### config.mk
export PLATFORM = sky130hd
export DESIGN_NAME = wbc_cache_ctl
export DESIGN_NICKNAME = d
export VERILOG_FILES = /design/src/rtl/wbc_pkg.sv /design/src/rtl/wbc_addr_split.sv /design/src/rtl/wbc_line_store.sv /design/src/rtl/wbc_sat_counter.sv /design/src/rtl/wbc_cache_ctl.sv
export SDC_FILE = /design/constraint.sdc
export NUM_CORES = 1
export LEC_CHECK = 0
export BUFFER_PORTS_ARGS = -buffer_cell sky130_fd_sc_hd__buf_4
export CAP_MARGIN = 20
export CELL_PAD_IN_SITES_DETAIL_PLACEMENT = 0
export CELL_PAD_IN_SITES_GLOBAL_PLACEMENT = 2
export CORE_UTILIZATION = 43
export DETAILED_ROUTE_END_ITERATION = 12
export PLACE_DENSITY_LB_ADDON = 0.1
export SLEW_MARGIN = 0
export SYNTH_ARGS = -nofsm -noshare
export SYNTH_HDL_FRONTEND = slang
export SYNTH_SLANG_ARGS = --single-unit
### constraint.sdc
create_clock -name clk -period 7 [get_ports clk]
set_clock_uncertainty 0.1 [all_clocks]
set_input_delay 1.4 -clock clk [delete_from_list [all_inputs] [get_ports clk]]
set_output_delay 1.4 -clock clk [all_outputs]
set_load 0.05 [all_outputs]
### src/rtl/wbc_pkg.sv
// Package: shared encodings for the word-dirty cache controller.
// Assumes: the CPU type field is two bits wide.
package wbc_pkg;

    // CPU access type codes as seen on cpu_type
    typedef enum logic [1:0] {
        ACC_FETCH = 2'd0,
        ACC_LOAD  = 2'd1,
        ACC_STORE = 2'd2,
        ACC_NONE  = 2'd3
    } acc_t;

    // Controller sequencing states
    typedef enum logic [1:0] {
        ST_IDLE  = 2'd0,
        ST_EVICT = 2'd1,
        ST_FILL  = 2'd2,
        ST_WRITE = 2'd3
    } st_t;

    // Slots of the access counter bank
    localparam int CNT_RD_HIT  = 0;
    localparam int CNT_RD_MISS = 1;
    localparam int CNT_WR_HIT  = 2;
    localparam int CNT_WR_MISS = 3;
    localparam int NUM_ACC_CNT = 4;

endpackage

### src/rtl/wbc_addr_split.sv
// Module: wbc_addr_split
// Cuts a word address into tag, line index and word offset by bit slicing.
// Assumes: ADDR_W > OFF_W + IDX_W, and OFF_W and IDX_W are both at least 1.
module wbc_addr_split #(
    parameter int ADDR_W = 16,
    parameter int OFF_W  = 2,
    parameter int IDX_W  = 4,
    localparam int TAG_W = ADDR_W - OFF_W - IDX_W
) (
    input  logic [ADDR_W-1:0] addr,
    output logic [TAG_W-1:0]  tag,
    output logic [IDX_W-1:0]  idx,
    output logic [OFF_W-1:0]  off
);

    // Fixed field slicing: offset lowest, then index, tag on top
    always_comb begin
        off = addr[OFF_W-1:0];
        idx = addr[OFF_W+IDX_W-1:OFF_W];
        tag = addr[ADDR_W-1:OFF_W+IDX_W];
    end

endmodule

### src/rtl/wbc_line_store.sv
// Module: wbc_line_store
// Holds valid flag, tag and per-word dirty flags for every line of a
// direct-mapped cache. One combinational lookup port; refill and
// dirty-mark updates happen on the clock edge.
// Assumes: refill and dirty-mark never target the same line in one cycle.
module wbc_line_store #(
    parameter int NUM_LINES = 16,
    parameter int WPL       = 4,
    parameter int TAG_W     = 10,
    localparam int IDX_W    = $clog2(NUM_LINES),
    localparam int OFF_W    = $clog2(WPL)
) (
    input  logic             clk,
    input  logic             rst_n,
    input  logic [IDX_W-1:0] lk_idx,
    output logic             lk_valid,
    output logic [TAG_W-1:0] lk_tag,
    output logic [WPL-1:0]   lk_dirty,
    input  logic             fill_en,
    input  logic [IDX_W-1:0] fill_idx,
    input  logic [TAG_W-1:0] fill_tag,
    input  logic             mark_en,
    input  logic [IDX_W-1:0] mark_idx,
    input  logic [OFF_W-1:0] mark_word
);

    logic             valid_q [NUM_LINES];
    logic [TAG_W-1:0] tag_q   [NUM_LINES];
    logic [WPL-1:0]   dirty_q [NUM_LINES];

    // Per-line state: cleared on reset, loaded on refill, dirty bit set on mark
    for (genvar gl = 0; gl < NUM_LINES; gl++) begin : g_line
        always_ff @(posedge clk) begin
            if (!rst_n) begin
                valid_q[gl] <= 1'b0;
                tag_q[gl]   <= '0;
                dirty_q[gl] <= '0;
            end else if (fill_en && (fill_idx == IDX_W'(gl))) begin
                valid_q[gl] <= 1'b1;
                tag_q[gl]   <= fill_tag;
                dirty_q[gl] <= '0;
            end else if (mark_en && (mark_idx == IDX_W'(gl))) begin
                dirty_q[gl][mark_word] <= 1'b1;
            end
        end
    end

    // Lookup port: select the addressed line
    always_comb begin
        lk_valid = valid_q[lk_idx];
        lk_tag   = tag_q[lk_idx];
        lk_dirty = dirty_q[lk_idx];
    end

endmodule

### src/rtl/wbc_sat_counter.sv
// Module: wbc_sat_counter
// Event counter that stops at its all-ones value instead of wrapping.
// Assumes: at most one event per cycle.
module wbc_sat_counter #(
    parameter int W = 16
) (
    input  logic         clk,
    input  logic         rst_n,
    input  logic         inc,
    output logic [W-1:0] cnt
);

    // Count up while below the ceiling
    always_ff @(posedge clk) begin
        if (!rst_n)
            cnt <= '0;
        else if (inc && (cnt != {W{1'b1}}))
            cnt <= cnt + 1'b1;
    end

endmodule

### src/rtl/wbc_cache_ctl.sv
// Module: wbc_cache_ctl (top)
// Direct-mapped cache controller with per-word dirty tracking and no data
// payload. Reads allocate; writes hit in place (write-back or write-through
// by parameter) and miss around the cache. Replacement writes back only the
// dirty words of the victim, then refills the whole line word by word.
// Assumes: requests are presented only while cpu_busy is low; memory answers
// every mem_req with one mem_done pulse; WORDS_PER_LINE and NUM_LINES are
// powers of two, each at least 2.
module wbc_cache_ctl #(
    parameter int ADDR_W         = 16,
    parameter int WORDS_PER_LINE = 4,
    parameter int NUM_LINES      = 16,
    parameter bit WRITE_BACK     = 1'b1,
    parameter int CNT_W          = 16,
    parameter int STALL_W        = 24
) (
    input  logic              clk,
    input  logic              rst_n,
    input  logic              cpu_req,
    input  logic [1:0]        cpu_type,
    input  logic [ADDR_W-1:0] cpu_addr,
    output logic              cpu_busy,
    output logic              mem_req,
    output logic              mem_we,
    output logic [ADDR_W-1:0] mem_addr,
    input  logic              mem_done,
    output logic [CNT_W-1:0]  rd_hit_cnt,
    output logic [CNT_W-1:0]  rd_miss_cnt,
    output logic [CNT_W-1:0]  wr_hit_cnt,
    output logic [CNT_W-1:0]  wr_miss_cnt,
    output logic [STALL_W-1:0] stall_cnt
);
    import wbc_pkg::*;

    localparam int OFF_W = $clog2(WORDS_PER_LINE);
    localparam int IDX_W = $clog2(NUM_LINES);
    localparam int TAG_W = ADDR_W - OFF_W - IDX_W;
    localparam logic [OFF_W-1:0] LAST_WORD = OFF_W'(WORDS_PER_LINE - 1);

    st_t               st_q, st_n;
    logic [ADDR_W-1:0] req_q;
    logic [OFF_W-1:0]  ptr_q, ptr_n;

    logic [TAG_W-1:0]  c_tag, q_tag;
    logic [IDX_W-1:0]  c_idx, q_idx;
    logic [OFF_W-1:0]  c_off, q_off;

    logic              lk_valid;
    logic [TAG_W-1:0]  lk_tag;
    logic [WORDS_PER_LINE-1:0] lk_dirty;
    logic [IDX_W-1:0]  lk_idx;

    logic              fill_en, mark_en;
    logic              accept, is_read, is_write, hit, evict_need;
    logic [NUM_ACC_CNT-1:0] acc_inc;
    logic [CNT_W-1:0]  acc_cnt [NUM_ACC_CNT];

    // Field split of the incoming and the latched request addresses
    wbc_addr_split #(.ADDR_W(ADDR_W), .OFF_W(OFF_W), .IDX_W(IDX_W)) u_split_cpu (
        .addr (cpu_addr), .tag (c_tag), .idx (c_idx), .off (c_off)
    );
    wbc_addr_split #(.ADDR_W(ADDR_W), .OFF_W(OFF_W), .IDX_W(IDX_W)) u_split_req (
        .addr (req_q), .tag (q_tag), .idx (q_idx), .off (q_off)
    );

    // Lookup uses the live address when idle, the latched one while busy
    assign lk_idx = (st_q == ST_IDLE) ? c_idx : q_idx;

    wbc_line_store #(
        .NUM_LINES (NUM_LINES), .WPL (WORDS_PER_LINE), .TAG_W (TAG_W)
    ) u_lines (
        .clk       (clk),
        .rst_n     (rst_n),
        .lk_idx    (lk_idx),
        .lk_valid  (lk_valid),
        .lk_tag    (lk_tag),
        .lk_dirty  (lk_dirty),
        .fill_en   (fill_en),
        .fill_idx  (q_idx),
        .fill_tag  (q_tag),
        .mark_en   (mark_en),
        .mark_idx  (c_idx),
        .mark_word (c_off)
    );

    // Request decode and hit detection
    always_comb begin
        accept     = cpu_req && (st_q == ST_IDLE);
        is_read    = (acc_t'(cpu_type) == ACC_FETCH) || (acc_t'(cpu_type) == ACC_LOAD);
        is_write   = (acc_t'(cpu_type) == ACC_STORE);
        hit        = lk_valid && (lk_tag == c_tag);
        evict_need = lk_valid && lk_dirty[ptr_q];
    end

    // Next-state, counter events and line-store updates
    always_comb begin
        st_n    = st_q;
        ptr_n   = ptr_q;
        acc_inc = '0;
        fill_en = 1'b0;
        mark_en = 1'b0;
        case (st_q)
            ST_IDLE: begin
                if (accept && is_read) begin
                    if (hit) begin
                        acc_inc[CNT_RD_HIT] = 1'b1;
                    end else begin
                        acc_inc[CNT_RD_MISS] = 1'b1;
                        st_n  = ST_EVICT;
                        ptr_n = '0;
                    end
                end else if (accept && is_write) begin
                    if (hit) begin
                        acc_inc[CNT_WR_HIT] = 1'b1;
                        if (WRITE_BACK) mark_en = 1'b1;
                        else            st_n    = ST_WRITE;
                    end else begin
                        acc_inc[CNT_WR_MISS] = 1'b1;
                        st_n = ST_WRITE;
                    end
                end
            end
            ST_EVICT: begin
                if (!evict_need || mem_done) begin
                    if (ptr_q == LAST_WORD) begin
                        st_n  = ST_FILL;
                        ptr_n = '0;
                    end else begin
                        ptr_n = ptr_q + 1'b1;
                    end
                end
            end
            ST_FILL: begin
                if (mem_done) begin
                    if (ptr_q == LAST_WORD) begin
                        fill_en = 1'b1;
                        st_n    = ST_IDLE;
                        ptr_n   = '0;
                    end else begin
                        ptr_n = ptr_q + 1'b1;
                    end
                end
            end
            ST_WRITE: begin
                if (mem_done) st_n = ST_IDLE;
            end
            default: st_n = ST_IDLE;
        endcase
    end

    // Sequencer registers and request latch
    always_ff @(posedge clk) begin
        if (!rst_n) begin
            st_q  <= ST_IDLE;
            ptr_q <= '0;
            req_q <= '0;
        end else begin
            st_q  <= st_n;
            ptr_q <= ptr_n;
            if (accept) req_q <= cpu_addr;
        end
    end

    // Memory port drive per state
    always_comb begin
        mem_req  = 1'b0;
        mem_we   = 1'b0;
        mem_addr = '0;
        case (st_q)
            ST_EVICT: begin
                mem_req  = evict_need;
                mem_we   = evict_need;
                mem_addr = {lk_tag, q_idx, ptr_q};
            end
            ST_FILL: begin
                mem_req  = 1'b1;
                mem_addr = {q_tag, q_idx, ptr_q};
            end
            ST_WRITE: begin
                mem_req  = 1'b1;
                mem_we   = 1'b1;
                mem_addr = {q_tag, q_idx, q_off};
            end
            default: ;
        endcase
    end

    assign cpu_busy = (st_q != ST_IDLE);

    // Access counter bank
    for (genvar gc = 0; gc < NUM_ACC_CNT; gc++) begin : g_acc
        wbc_sat_counter #(.W(CNT_W)) u_cnt (
            .clk (clk), .rst_n (rst_n), .inc (acc_inc[gc]), .cnt (acc_cnt[gc])
        );
    end

    wbc_sat_counter #(.W(STALL_W)) u_stall (
        .clk (clk), .rst_n (rst_n), .inc (cpu_busy), .cnt (stall_cnt)
    );

    assign rd_hit_cnt  = acc_cnt[CNT_RD_HIT];
    assign rd_miss_cnt = acc_cnt[CNT_RD_MISS];
    assign wr_hit_cnt  = acc_cnt[CNT_WR_HIT];
    assign wr_miss_cnt = acc_cnt[CNT_WR_MISS];

endmodule

# Yosys cells after proc, flatten, opt, wreduce, memory -nomap -nowiden
# Memories as Yosys holds them, arrays and structs flattened.
# Cells that the tools add are included.
# word_totals
regBits	108
mem_bits_rw	240
in_bits	22
wordCells	500
mem_count	3
# memory_table
memory	words	word_bits	rd	rd_ports_with_merged_regs	wr	line	rtl
u_lines.tag_q	16	10	1	0	16	wbc_line_store.sv:28	logic [TAG_W-1:0] tag_q [NUM_LINES];
u_lines.dirty_q	16	4	1	0	16	wbc_line_store.sv:29	logic [WPL-1:0] dirty_q [NUM_LINES];
u_lines.valid_q	16	1	1	0	16	wbc_line_store.sv:27	logic valid_q [NUM_LINES];
# op_classes
add_sub_neg	6
n_lt_le_gt_ge	3
n_eq_ne	52
muxes	261
n_bitwise	112
reduce_logical	55
# op_table
operator	count
two-way mux 1 bit	187
two-way mux 10 bit	16
two-way mux 4 bit	34
bitwise OR 1 bit	112
adder 16 x 1 -> 16 bit, second input constant	4
== test 4 bit, second input constant	16
inequality test 16 bit, second input constant	4
case mux 16 bit (3 select lines)	1
logical AND 1 bit	43
two-way mux 2 bit	17
== test 4 x 3 -> 1 bit, second input constant	8
adder 24 x 1 -> 24 bit, second input constant	1
inequality test 24 bit, second input constant	1
== test 4 x 2 -> 1 bit, second input constant	4
inequality test 2 bit, second input constant	6
== test 10 bit	1
== test 2 bit, second input constant	4
== test 4 x 1 -> 1 bit, second input constant	2
zero test 4 bit	2
case mux 2 bit (4 select lines)	1
AND reduction 8 bit	1
less-than comparator 2 x 3 -> 1 bit, second input constant	2
inequality test 3 bit, second input constant	2
case mux 2 bit (3 select lines)	1
other kinds (15)	19

# Depth between registers and ports, before layout
# Gate-level depths: netlist (run 1).
# An unclocked memory read counts as a cell.
# logic_depth
word_depth	15
ltp_mapped	18
depth_no_buf	12

# Hierarchy
# From an unflattened synthesis (run 1), not the netlist that was laid out.
# hier_totals
cells_unflattened	1539
hier_area_um2	17531.8
# by_module_without_submodules
module	instances	cells_each	area_per_inst_um2	seq_area_each_um2
wbc_line_store	1	804	11365.9	7196.9
wbc_sat_counter at g_acc[0].u_cnt ...	4	97	837.1	320.3
wbc_cache_ctl	1	162	1336.3	400.4
wbc_sat_counter at u_stall	1	153	1241.2	480.5
wbc_addr_split	2	16	120.1	0.0

# Worst setup path before layout (run 1)
# OpenSTA, ideal clock, no wires.
# synth_path
kind	in2out
startpoint	input port cpu_addr[2]
endpoint	output port mem_req
arrival_time_ns	4.260
required_time_ns	5.500
slack_ns	1.240
stages	11
n_path_buf	5
cell_sequence	buf_2 mux2_4 buf_6 buf_6 buf_4 buf_4 mux4_2 mux2i_1 a2111oi_0 o211ai_1 a21oi_1
# synth_between
elab_chain_cells	6
elab_cells_between_ends	7
# synth_rtl
element	line	rtl
start: declaration	wbc_cache_ctl.sv:21	input logic [ADDR_W-1:0] cpu_addr,
two-way mux 4 bit (*)	wbc_cache_ctl.sv:67	assign lk_idx = (st_q == ST_IDLE) ? c_idx : q_idx;
memory read (16 x 4 bit)	n/a	
binary-select mux 1 bit (select 2 bit)	wbc_cache_ctl.sv:92	evict_need = lk_valid && lk_dirty[ptr_q];
two-way mux 1 bit (not written as such)	wbc_cache_ctl.sv:92	
logical AND 1 bit (*)	wbc_cache_ctl.sv:92	
case mux 1 bit (2 select lines) (*)	wbc_cache_ctl.sv:169	case (st_q)
end: declaration	wbc_cache_ctl.sv:23	output logic mem_req,
# Every way passes the cells marked *; elsewhere a longest branch is shown, timed or not. The select of a mux whose other input is x is not followed.

# Worst setup path in the final report (run 1)
# layout_path
startpoint	register st_q[0]
endpoint	output port mem_req
# layout_between
elab_chain_cells	7
elab_cells_between_ends	12
# layout_rtl
element	line	rtl
start: declaration	wbc_cache_ctl.sv:40	st_t st_q, st_n;
start signal: assignment	wbc_cache_ctl.sv:158	st_q <= st_n;
zero test 2 bit	wbc_cache_ctl.sv:67	
two-way mux 4 bit	wbc_cache_ctl.sv:67	
memory read (16 x 4 bit)	n/a	
binary-select mux 1 bit (select 2 bit)	wbc_cache_ctl.sv:92	
two-way mux 1 bit (not written as such)	wbc_cache_ctl.sv:92	
logical AND 1 bit	wbc_cache_ctl.sv:92	
case mux 1 bit (2 select lines) (*)	wbc_cache_ctl.sv:169	
# Marked as above.

==> run summary, run 1 <==
outcome: complete, no violations
Sink Count: 348
worst vdd ir: 203.0 uV
Synth Area in Compound Gates: 7.147%
min cycle time layout: 6257 ps
Skew-Pair Late Insertion Delay: 570 ps
TritonRoute pass-1 iters: 5
xor-xnor portion of the synthesized cell area: 1.866%
share of the synthesized area in the top cell type: 40.39%
critical path cell sequence: inv_1 > ha_1 > mux2i_4 > buf_4 > mux2i_1 > nor3_1 > a2111oi_0 > o211ai_1 > a21oi_1 > buf_4
DRT Wirelength: 55680 um
ys flop type: edfxtp_1
CP delay by family, top: compound AO/OA/AOI/OAI gates
Yosys cell types: 72
CTS tree: built
PostCTS Resize Cnt: 0
Vias/cell: 5.755
fillers: 3778
final cell count without fillers: 2376
htree depth: 2
CP max stage delay: 740 ps
Max Fclk: 159.8 MHz
Final Cell Area: 20340 um^2
FF+latch count, synth: 348
Worst slew margin: 27.48%
antenna fix cells: 0
worst path required time: 5500 ps
final setup fails: 0
largest family of logic cells by synthesized area: simple AND/OR/NAND/NOR gates
Tot GR Track Use: 26.47%
core box area: 40830 um^2
TritonCTS Buffers: 42
Max clock buf depth: 3
GR peak layer: met2
Final Wtd Congestion: 0.8761
# port buffers: 128
ANT nets after route: 0
CP max-delay cell: ha_1
post-DP HPWL: 38100 um
post-synth top area cell: edfxtp_1
setup TNS: 0 ps
unrepaired setup endpoints after global routing: false
Adder-Cell Fraction of Synth Area: 0.7745%
LEAKAGE: 7.738 nW
sequential share of the synthesized area: 52.67%
Top-Level Pins: 129
postcts setup bufs: 0
initial antenna violation count: 1
# DRC: 0
cell count after synthesis: 1725
final hold violation count: 0
PD cells: 304.3 nW/um^2
Crit Path Category: reg -> out
Netlist Area Pre-Place: 17770 um^2
fin crit share: 89.38%
CP Capture Type: primary output
multi-input logic area: 7790 um^2
worst-margin pin slew: 1084 ps
Startpoint Class: flop
Vias: 13670
Area contributors post-synth: edfxtp_1 40%, dfxtp_1 12%, and2_1 5.8%
Syn. warnings: 0
met1 usage: 37.23%
cell mode on critical path: buf_4
fraction of registers with async set/reset: 0%
area growth from synthesis to layout: 14.48%
Hold WS: 374.3 ps
GRT overflow: 0
Pins Over Slew Limit: 0
nets: 1846
routed len/inst: 23.43 um
Synthesized Nets: 1758
dpl cells: 2301
global-route wire length before repair: 82510 um
WP buf/inv: 3
GR Util met3: 3.548%
post-synthesis mux area share: 8.337%
Crit path arrival time: 4760 ps
Detailed Route Iter0 Violations: 1270
largest net degree at the start of global routing: 100
Mapped Avg Cell Area: 10.30 um^2
simple-gate share of the synthesized area: 25.64%
num rows: 74
vias in the first global route: 13200
number of synthesized flops with an enable pin: 239
max-cap check violation count: 0
share of cells above drive strength 1: 14.10%
clock-pin transition on the worst setup and hold timing paths: 60 ps
Die ar.: 42140 um^2
Starting Density: 43.52%
HP Class: reg -> reg
met2 usage in global routing: 42.72%
hold_buf cts: 0
placed cell area: 19060 um^2
CTS root buf: clkbuf_16
Critical Path Fanout Max: 19
die width: 205.3 um
Die Height: 205.3 um
register area: 9359 um^2
-- tightest hold or removal path, cell delays in order, from the launching register on --
cell and delay (ps):
dfxtp_1 320, nand2_1 60, a21oi_1 60
-- synth_stat cells (13+ instances only) --
cell type    n
nor2_1     105
mux4_2      16
dfxtp_1    109
nand4_1     28
and3_1      42
edfxtp_1   239
a21oi_1     40
a32oi_1     23
clkbuf_1    67
buf_2       23
xor2_1      23
nand2_1    250
and2_1     165
nor3_1      57
inv_1       27
mux2i_1     99
nand3_1     76
nor4_1      16
o21ai_0     75
nand2b_1    53
xnor2_1     13
-- layer usage --
| metal | vias up | wire (um) |
|---|---|---|
| li1 | 6364 | - |
| met1 | 6769 | 24300 |
| met2 | 466 | 26370 |
| met3 | 74 | 3836 |
| met4 | 0 | 1172 |
| met5 | - | 0 |
-- sequential cells by signal, indices dropped and copies added (netlist names) --
register         cells
u_lines.dirty_q     64
g_acc.u_cnt.cnt     64
u_lines.valid_q     16
u_stall.cnt         24
st_q                 2
req_q               16
u_lines.tag_q      160
ptr_q                2
-- cell type report --
class	count	share of cell area, %
Sequential cell	348	46.01
Multi-Input combinational cell	1241	38.29
Clock buffer	56	5.732
Timing Repair Buffer	152	5.609
Tap cell	532	3.272
Clock inverter	19	0.5720
Inverter	28	0.5166
-- per-stage QoR --
step                util [%]  power, mW  setup WS (ps)
floorplan                  -      3.547           1240
global placement       46.68      4.133           1129
detailed placement     46.68      4.138           1081
CTS                    49.82      6.212          791.8
global route           49.82      6.427          657.9
finish                 49.82      6.189          743.1
-- power by group --
group / leakage, nW / total, mW / switching (mW) / internal (mW)
clock network: 0.633 / 2.08 / 0.873 / 1.20
logic: 3.76 / 1.76 / 1.19 / 0.570
registers: 3.35 / 2.35 / 0.0829 / 2.27
total: 7.74 / 6.19 / 2.15 / 4.04
-- worst paths after layout --
check                                to  cells past startpoint  slack (ps)  startpoint
setup / recovery                mem_req                     10         740     st_q[0]
hold / removal                 req_q[1]                      2         370    req_q[1]
setup reg to reg  u_lines.dirty_q[2][3]                     14        1210     st_q[0]
hold reg to reg                req_q[1]                      2         370    req_q[1]
-- cells in the final DEF (no fill, tap or decap), types with 23 or more instances in the layout --
master / synthesis / layout
nor3_1: 57 / 57
and3_1: 42 / 42
nand2b_1: 53 / 53
a32oi_1: 23 / 23
nand2_1: 250 / 250
o21ai_0: 75 / 75
edfxtp_1: 239 / 239
a21oi_1: 40 / 40
buf_4: 5 / 152
clkbuf_16: 0 / 44
dfxtp_1: 109 / 109
and2_1: 165 / 165
mux2i_1: 99 / 98
nand3_1: 76 / 76
xor2_1: 23 / 23
inv_1: 27 / 27
nand4_1: 28 / 28
nor2_1: 105 / 105
-- cells by family after synthesis --
| logic type | Yosys count |
|---|---|
| fa+ha+maj | 11 |
| mux | 124 |
| flops | 348 |
| buf+inv | 136 |
| compound gates | 200 |
| xor+xnor | 37 |
| simple gates | 869 |
(Power assumes the default switching activity.)
==> inputs of run 2 (changes only) <==
Settings changed: CORE_UTILIZATION 43 to 36.
Clock period 7 ns to 5.1 ns, I/O delays scaled along.
==> run summary, run 2 (synthesis results as in run 1) <==
worst vdd ir: 221.6 uV
final hold violation count: 0
Sink Count: 348
final setup fails: 0
dpl ws: 168.7 ps
Critical Path Fanout Max: 44
antenna fix cells: 0
CP Capture Type: primary output
clock share of power: 33.0%
Crit Path Category: reg -> out
nets: 1873
HP Class: reg -> reg
LEAKAGE: 7.879 nW
min cycle time layout: 4878 ps
TritonCTS Buffers: 41
# DRC: 0
htree depth: 2
PD cells: 416.1 nW/um^2
Final Wtd Congestion: 0.8733
Startpoint Class: flop
die width: 224.2 um
Starting Density: 36.38%
ANT nets after route: 0
DRT Wirelength: 59070 um
Seq pwr share: 37.5%
fin worst setup slack: 222.4 ps
# port buffers: 128
fin util: 42.55%
Hold Crit Depth: 2
CP max stage delay: 460 ps
postcts setup bufs: 0
critical path cell sequence: inv_1 > ha_4 > mux2_4 > buf_12 > mux4_2 > mux2i_1 > a2111oi_0 > o211ai_1 > a21oi_1 > buf_4
Die Height: 224.2 um
Sw Pwr: 2.955 mW
hold_buf cts: 0
Tot GR Track Use: 23.58%
worst-margin pin slew: 1120 ps
Die ar.: 50250 um^2
FF-to-FF path depth: 14
share of cells above drive strength 1: 15.24%
commonest non-fill, non-tap cells in the layout: 250 x nand2_1, 239 x edfxtp_1, 173 x buf_4, 165 x and2_1, 109 x dfxtp_1
Hold EP: req_q[1]
setup TNS: 0 ps
global-route wire length before repair: 87460 um
CP max-delay cell: mux2_4
Worst slew margin: 23.87%
Vias: 13700
Biggest register: u_lines.tag_q
Max clock buf depth: 3
largest registers: u_lines.tag_q x160, g_acc.u_cnt.cnt x64, u_lines.dirty_q x64
Top-Level Pins: 129
CTS root buf: clkbuf_16
Largest register FFs: 160
outcome: complete, no violations
unrepaired setup endpoints after global routing: false
Pint: 5.695 mW
Vias/cell: 5.418
largest net degree at the start of global routing: 89
commonest non-fill, non-tap cell in the layout: nand2_1
GRT overflow: 0
num rows: 81
CTS tree: built
post-DP HPWL: 41200 um
area growth from synthesis to layout: 16.98%
fin crit share: 95.64%
max-cap check violation count: 0
Skew-Pair Late Insertion Delay: 570 ps
Detailed Route Iter0 Violations: 969
clock-pin transition on the worst setup and hold timing paths: 60 ps
core box area: 48850 um^2
sw frac: 34.17%
Hold WS: 356.0 ps
Reg-to-Reg Start: st_q[0]
Pins Over Slew Limit: 0
TritonRoute pass-1 iters: 5
Crit path arrival time: 3760 ps
worst path required time: 3980 ps
Max Fclk: 205.0 MHz
worst reg2reg setup slack: 410 ps
fillers: 4849
initial antenna violation count: 1
Hold Startpoint: req_q[1]
routed len/inst: 23.37 um
Comb power frac: 29.6%
FF-to-FF End: u_lines.dirty_q[9][2]
vias in the first global route: 13370
## run 2: changes by cell type in the layout (fill, tap and decap cells not counted), sizes merged
| cell | change |
|---|---|
| clkbuf | +2 |
| bufinv | +2 |
| buf | +28 |
| clkinv | -11 |
| inv | -2 |
| clkinvlp | +1 |
## run 2: critical path: cells and delay by family, from the launching register on
kind / cells / cell delay (ps)
flops: 1 / 340
fa+ha+maj: 1 / 290
buf+inv: 3 / 630
mux: 3 / 880
compound gates: 3 / 1010
## run 2: what timing repair did
item | in CTS | in global routing
gates cloned | 0 | 0
endpoints found under the setup margin | 2 | 2
gates resized for setup | 1 | 2
## run 2: power groups by stage
| stage | Clock [mW] | Combinational, mW | Sequential (mW) |
|---|---|---|---|
| 2_1_floorplan | 0 | 1.63 | 3.24 |
| 3_3_place_gp | 0 | 2.53 | 3.30 |
| 3_5_place_dp | 0 | 2.52 | 3.30 |
| 4_1_cts | 2.92 | 2.53 | 3.24 |
| 5_1_grt | 3.00 | 2.74 | 3.26 |
| 6_report | 2.85 | 2.56 | 3.24 |
## run 2: through the flow
step	power, mW	instance area, um^2	instances
3_5_place_dp	5.825	19520	2460
6_report	8.650	20790	2528
4_1_cts	8.690	20770	2527
2_1_floorplan	4.868	17770	1725
3_3_place_gp	5.832	19520	2460
5_1_grt	8.993	20790	2528
## run 2: worst max-delay path by stage
stage,startpoint,to,slack [ps]
floorplan,cpu_addr[2],mem_req,100
global placement,cpu_addr[3],u_lines.dirty_q[11][1],280
CTS,st_q[0],mem_req,50
finish,st_q[0],mem_req,220
detailed placement,st_q[0],u_lines.dirty_q[9][2],170
global route,st_q[0],mem_req,50
## run 2: final cells by class
cell class | count | area, um^2 | share of cell area [%]
clock buffers | 58 | 1130 | 5.435
clock inverters | 9 | 117.6 | 0.5658
inverters | 28 | 105.1 | 0.5056
multi-input cells | 1241 | 7805 | 37.55
flip-flops and latches | 348 | 9359 | 45.02
well taps | 664 | 830.8 | 3.997
repair buffers | 180 | 1439 | 6.922
## run 2: per-layer routing
| metal | vias to the layer above | track usage (%) | routed length, um |
|---|---|---|---|
| li1 | 6421 | - | - |
| met1 | 6862 | 32.69 | 27440 |
| met2 | 334 | 37.89 | 27320 |
| met3 | 80 | 3.856 | 2937 |
| met4 | 0 | 6.737 | 1372 |
| met5 | - | 0 | 0 |
